### src/rtl/uaf_pkg.sv
package uaf_pkg;

    localparam int N_SLOT = 2;

    typedef enum logic [1:0] {
        MODE_MARK = 2'b00,
        MODE_IDLE = 2'b01,
        MODE_RSV2 = 2'b10,
        MODE_RSV3 = 2'b11
    } filt_mode_e;

    typedef struct packed {
        logic [N_SLOT-1:0] en;
        filt_mode_e        mode;
    } filt_cfg_t;

    typedef struct packed {
        logic write;
        logic win;
        logic await_addr;
    } filt_step_t;

    function automatic logic filt_active(input filt_cfg_t c);
        return (|c.en) && !c.mode[1];
    endfunction

endpackage

### src/rtl/uaf_slot_cmp.sv
module uaf_slot_cmp
    import uaf_pkg::*;
#(
    parameter int CHAR_W = 9
) (
    input  logic [N_SLOT-1:0]        slot_en,
    input  logic [N_SLOT*CHAR_W-1:0] slot_val,
    input  logic [CHAR_W-1:0]        chr,
    output logic                     any_hit
);
    logic [N_SLOT-1:0] hit_vec;

    for (genvar s = 0; s < N_SLOT; s++) begin : g_slot
        assign hit_vec[s] = slot_en[s] && (chr == slot_val[s*CHAR_W +: CHAR_W]);
    end

    assign any_hit = |hit_vec;
endmodule

### src/rtl/uaf_window.sv
module uaf_window
    import uaf_pkg::*;
(
    input  logic      clk,
    input  logic      rst,
    input  filt_cfg_t cfg,
    input  logic      rx_valid,
    input  logic      rx_mark,
    input  logic      hit,
    input  logic      idle_pulse,
    output logic      write_go
);
    filt_cfg_t  cfg_q;
    logic       win_q;
    logic       await_q;
    logic       cfg_chg;
    logic       active;
    filt_step_t cur;
    filt_step_t nxt;

    assign cfg_chg = (cfg != cfg_q);
    assign active  = filt_active(cfg);

    always_comb begin
        cur.write      = 1'b0;
        cur.win        = win_q   && !cfg_chg;
        cur.await_addr = await_q && !cfg_chg;
        nxt            = cur;
        if (rx_valid) begin
            if (!active) begin
                nxt.write = 1'b1;
            end else begin
                case (cfg.mode)
                    MODE_MARK: begin
                        if (rx_mark) begin
                            nxt.write = hit;
                            nxt.win   = hit;
                        end else begin
                            nxt.write = cur.win;
                        end
                    end
                    MODE_IDLE: begin
                        if (cur.await_addr) begin
                            nxt.write      = hit;
                            nxt.win        = hit;
                            nxt.await_addr = 1'b0;
                        end else begin
                            nxt.write = cur.win;
                        end
                    end
                    default: nxt.write = 1'b1;
                endcase
            end
        end
        if (idle_pulse && active && cfg.mode == MODE_IDLE) begin
            nxt.win        = 1'b0;
            nxt.await_addr = 1'b1;
        end
    end

    always_ff @(posedge clk) begin
        if (rst) begin
            cfg_q   <= cfg;
            win_q   <= 1'b0;
            await_q <= 1'b0;
        end else begin
            cfg_q   <= cfg;
            win_q   <= nxt.win;
            await_q <= nxt.await_addr;
        end
    end

    assign write_go = nxt.write;
endmodule

### src/rtl/uaf_outreg.sv
module uaf_outreg #(
    parameter int CHAR_W = 9
) (
    input  logic              clk,
    input  logic              rst,
    input  logic              write_go,
    input  logic [CHAR_W-1:0] chr,
    input  logic              rd_ack,
    output logic              buf_wr,
    output logic [CHAR_W-1:0] buf_data,
    output logic              rx_full
);
    always_ff @(posedge clk) begin
        if (rst) begin
            buf_wr   <= 1'b0;
            buf_data <= '0;
            rx_full  <= 1'b0;
        end else begin
            buf_wr  <= write_go;
            rx_full <= write_go || (rx_full && !rd_ack);
            if (write_go) begin
                buf_data <= chr;
            end
        end
    end
endmodule

### src/rtl/uart_addr_filter.sv
module uart_addr_filter
    import uaf_pkg::*;
#(
    parameter int CHAR_W = 9
) (
    input  logic                     clk,
    input  logic                     rst,
    input  logic [1:0]               cfg_match_en,
    input  logic [2*CHAR_W-1:0]      cfg_match_val,
    input  logic [1:0]               cfg_mode,
    input  logic                     rx_valid,
    input  logic [CHAR_W-1:0]        rx_char,
    input  logic                     rx_mark,
    input  logic                     idle_pulse,
    input  logic                     rd_ack,
    output logic                     buf_wr,
    output logic [CHAR_W-1:0]        buf_data,
    output logic                     rx_full
);
    filt_cfg_t cfg;
    logic      hit;
    logic      write_go;

    assign cfg.en   = cfg_match_en;
    assign cfg.mode = filt_mode_e'(cfg_mode);

    uaf_slot_cmp #(.CHAR_W(CHAR_W)) u_cmp (
        .slot_en  (cfg_match_en),
        .slot_val (cfg_match_val),
        .chr      (rx_char),
        .any_hit  (hit)
    );

    uaf_window u_win (
        .clk        (clk),
        .rst        (rst),
        .cfg        (cfg),
        .rx_valid   (rx_valid),
        .rx_mark    (rx_mark),
        .hit        (hit),
        .idle_pulse (idle_pulse),
        .write_go   (write_go)
    );

    uaf_outreg #(.CHAR_W(CHAR_W)) u_out (
        .clk      (clk),
        .rst      (rst),
        .write_go (write_go),
        .chr      (rx_char),
        .rd_ack   (rd_ack),
        .buf_wr   (buf_wr),
        .buf_data (buf_data),
        .rx_full  (rx_full)
    );
endmodule

### config.mk
export PLATFORM = sky130hd
export DESIGN_NAME = uart_addr_filter
export DESIGN_NICKNAME = d
export VERILOG_FILES = /design/src/rtl/uaf_pkg.sv /design/src/rtl/uaf_slot_cmp.sv /design/src/rtl/uaf_window.sv /design/src/rtl/uaf_outreg.sv /design/src/rtl/uart_addr_filter.sv
export SDC_FILE = /design/constraint.sdc
export NUM_CORES = 1
export LEC_CHECK = 0
export CORE_MARGIN = 2
export CORE_UTILIZATION = 38
export CTS_CLUSTER_DIAMETER = 40
export DETAILED_ROUTE_END_ITERATION = 6
export PLACE_DENSITY = 0.79
export SYNTH_ARGS = -nofsm -noshare
export SYNTH_HDL_FRONTEND = slang
export SYNTH_HIERARCHICAL = 1
export SYNTH_SLANG_ARGS = --single-unit
### constraint.sdc
create_clock -name clk -period 2.5 [get_ports clk]
set_input_delay 0.375 -clock clk [delete_from_list [all_inputs] [get_ports clk]]
set_output_delay 0.375 -clock clk [all_outputs]
set_load 0.05 [all_outputs]
# Yosys cells after proc, flatten, opt, wreduce, memory -nomap -nowiden

Cells that the tools add are included.

Flip-flop bits (word level): 17
Output and inout bits: 11

Equal/unequal tests: 4
Muxes and demuxes: 10
Reductions and logical operators: 16

Operators by type and width:

| operator                                      | count |
|---|---|
| == test 9 bit                                 | 2 |
| logical AND 1 bit                             | 8 |
| OR reduction 2 bit                            | 3 |
| 2-to-1 mux 1 bit                              | 5 |
| 2-to-1 mux 2 bit                              | 2 |
| inequality test 4 bit                         | 1 |
| case mux 1 bit (2 select lines)               | 2 |
| logical NOT 1 bit                             | 3 |
| 2-to-1 mux 3 bit                              | 1 |
| == test 2 x 1 -> 1 bit, second input constant | 1 |
| logical NOT 2 bit                             | 1 |
| logical OR 1 bit                              | 1 |

# Logic depth before layout (Yosys ltp)

Depth in word-level cells: 8
Depth in mapped cells: 11
Gate-level depth less buffers: 10

# Modules after synthesis

Netlist, hierarchy kept.

By module, submodules not included:

| module       | times used | cells each | area each (µm²) | seq. area each (µm²) |
|---|---|---|---|---|
| uaf_outreg   | 1          | 35         | 379.1           | 220.2 |
| uaf_window   | 1          | 30         | 306.5           | 120.1 |
| uaf_slot_cmp | 1          | 25         | 198.9           | 0.0 |

# Worst setup path before layout

OpenSTA, ideal clock, no wires.

Path kind: input port to flip-flop
From: input rx_char[4]
To: register u_out.buf_data[0]
Setup time: 0.117 ns
Arrival time: 1.728 ns
Path slack: 0.655 ns
Stages on the path: 11
Buffers on the path: 1
Cells stage by stage: xor2_1 -> nor4_1 -> nand4_1 -> nand2_1 -> nand2_1 -> o21ai_0 -> a21oi_1 -> nor2_1 -> buf_6 -> mux2i_1 -> nor2_1

Word-level cells in the longest chain between the ends: 7

RTL lines:

| element                                    | RTL line                           | source |
|---|---|---|
| start, declared                            | uart_addr_filter.sv:12             | `input logic [CHAR_W-1:0] rx_char,` |
| == test 9 bit                              | uaf_slot_cmp.sv:14                 | `assign hit_vec[s] = slot_en[s] && (chr == slot_val[s*CHAR_W +: CHAR_W]);` |
| logical AND 1 bit                          | uaf_slot_cmp.sv:14                 |  |
| OR reduction 2 bit (*)                     | uaf_slot_cmp.sv:17                 | `assign any_hit = \|hit_vec;` |
| named net hit                              | uart_addr_filter.sv:21             | `logic hit;` |
| 2-to-1 mux 1 bit, on equally long branches | uaf_window.sv:43, uaf_window.sv:35 |  |
| case mux 1 bit (2 select lines) (*)        | uaf_window.sv:33                   | `case (cfg.mode)` |
| 2-to-1 mux 1 bit (*)                       | uaf_window.sv:30                   | `if (!active) begin` |
| 2-to-1 mux 3 bit (*)                       | uaf_window.sv:29                   | `if (rx_valid) begin` |
| named net write_go                         | uart_addr_filter.sv:22             | `logic write_go;` |
| end signal, assigned                       | uaf_outreg.sv:22                   | `buf_data <= chr;` |
| end, declared                              | uaf_outreg.sv:10                   | `output logic [CHAR_W-1:0] buf_data,` |

The timed path passes the listed nets; every way through them passes the cells marked *.
A chain may end at the register's enable or synchronous reset.

# Worst setup path in the final report

From: input rx_char[3]
To: register u_out.buf_data[5]

The elaborated chain is that of the path after synthesis.

==> results.cfg <==
[synth]
synth-simple-area-share_pct = 15.3
seq_area_frac_synth_pct = 38.5
synthMuxAreaShare_pct = 11.3
synthTopCellsByCount = xor2_1 (18), dfxtp_1 (17), nor2_1 (11)
synthCells = 90
synth_xor_area_share_pct = 23.5
synth_top_family_by_area = XOR/XNOR gates
synth_top_cells_by_area = dfxtp_1 (38%), xor2_1 (18%), mux2i_1 (11%)
syn_avg_cell_area_um2 = 9.83
synth-edff-count = 0
mappedNetlistNets = 127
synth_top_area_cell = dfxtp_1
ys.flop_type = dfxtp_1
synth-compound-area-share_pct = 7.50
async_reset_ff_share_pct = 0
synth_seq_cells = 17
ys_warn_count = 6
synth_area_um2 = 885
yosys.cell_types.count = 22
yosysTopAreaCellShare_pct = 38.5
synthAdderAreaFrac_pct = 0
synth_most_common_cell = xor2_1

[final_layout]
nFillCells = 189
utilization_pct = 65.7
nets = 183
antennaDiodeCount = 0
area_delta_synth_final_pct = 64.4
drive_above_1_share_pct = 11.0

[status]
status = finished, final reports clean

[run]
drv_cap = 0

[pwr]
ir_drop_mv = 0.297
p_leak_uw = 0.000567
power_density_mw_per_mm2 = 447

[setup_path]
cp_max_fo = 5
startpoint_type = input pin
crit_path_end_kind = flop
cp_data_required_time_ps = 2660
worstSetupPathType = in -> reg
arrival_ps = 2460

[detailed_routing]
viasPerCell = 4.77
wirelength_um = 2270
vias = 826
wl_per_cell_um = 13.1
initialDrtViolationCount = 12
post-route-drc-count = 0
antenna_left = 0
dr.pass1.iters = 4

[clock_network]
cts_tree = built
cts_setup_buffers = 0
root_buffer = clkbuf_4
clk_path_buf_depth = 2
cts_sinks = 17
clk_latency_ps = 290
numCtsBuffers = 3
htreeDepth = 1
clk_pin_slew_ps = 100

[global_route]
grt_max_degree = 14
grt_pass1_wl_um = 3700
grt_antenna_before_repair = 0
overflow = 0
grt_pass1_vias = 857
track_usage_pct = 18.9

[die]
die_x_um = 52.3
num_rows = 17
core-area_mm2 = 0.00221
die-area_mm2 = 0.00273
start_util_pct = 40.0
die_y_um = 52.3
ios = 48

[placed_design]
io_buffers = 47
gp_congestion = 0.877
dp_hpwl_um = 1820

[timing]
hold_violations = 0
holdWs_ps = 488
fmax_ghz = 0.435
layout_worst_path_cycle_share_pct = 91.9
relSlewSlack_pct = 66.0
worst_pin_slew_ps = 509
setup_viol = 0
fin_crit_ps = 2300
maxSlewViolCount = 0
fin_skew_ps = 7.14

[hold_path]
hold_path_class = reg -> reg
## critical path, stage by stage
cell	delay, ps
clkdlybuf4s50_1	490
xor2_1	180
nor4_1	340
nand4_1	130
nand2_1	100
a32o_1	190
a21oi_1	70
nor2_1	140
buf_4	180
mux2i_1	200
nor2_1	60
## flip-flops by register name (all words and copies together), names as in the netlist
register	cells
u_out/buf_data	9
u_win/cfg_q	4
u_out/buf_wr	1
u_out/rx_full	1
u_win/await_q	1
u_win/win_q	1
## metal layers
layer  wire [um]  vias to the layer above  GRT usage [%]
li1            -                      417              -
met1         947                      363           22.8
met2        1050                       42           30.4
met3         238                        4           6.57
met4          25                        0           8.12
met5           0                        -              0
## kinds of logic after synthesis
group	after synthesis
simple gates	25
xor+xnor	22
flops	17
compound gates	11
mux	10
buf+inv	5
## timing repair
action / 4_1_cts / 5_1_grt
resized for setup: 0 / 3
hold buffers: 0 / 0
setup endpoints to repair: 0 / 9
## metrics by stage
stage	power, uW	cells	TNS [ps]	area [um2]	setup slack, ps
detailed placement	504	169	-1390	1420	-172
global placement	500	169	-856	1420	-108
global route	678	173	-11.6	1450	-11.6
CTS	652	173	0	1440	139
finish	650	173	0	1450	203
floorplan	399	90	0	885	655
## area by class of cell
type	instances	area (um2)	area share, %
tap	28	35.0	2.41
multi-input combinational	68	522	35.9
timing repair buffer	54	523	36.0
sequential	17	340	23.4
inverter	2	7.51	0.516
clock buffer	4	26.3	1.81
## cells in the final DEF (no fill, tap or decap), drive strengths merged
cell type / netlist / final
mux2i: 10 / 10
dfxtp: 17 / 17
clkdlybuf4s50: 0 / 47
nand4: 2 / 2
a32o: 1 / 1
and2: 1 / 1
nand2b: 1 / 1
nand2: 2 / 2
a21oi: 4 / 4
nor2: 11 / 11
inv: 2 / 2
xor2: 20 / 20
buf: 3 / 7
xnor2: 2 / 2
clkbuf: 0 / 4
nor4: 5 / 5
nand3: 3 / 3
o21ai: 4 / 4
o21ba: 1 / 1
a31oi: 1 / 1
## power by group
group / switching [uW] / total, uW / internal, uW / leakage [uW]
logic: 102 / 209 / 107 / 0.000412
registers: 7.97 / 293 / 285 / 0.000140
clock network: 85.0 / 147 / 62.1 / 0.0000150
## path summary, 6_finish.rpt
check / start / endpoint / slack (ps) / cells past startpoint
hold / removal: u_out/rx_full / u_out/rx_full / 490 / 2
setup reg to reg: u_win/cfg_q[1] / u_out/buf_data[5] / 840 / 7
setup / recovery: rx_char[3] / u_out/buf_data[5] / 200 / 11
hold reg to reg: u_out/rx_full / u_out/rx_full / 490 / 2
Power figures use the tool's default switching activity.
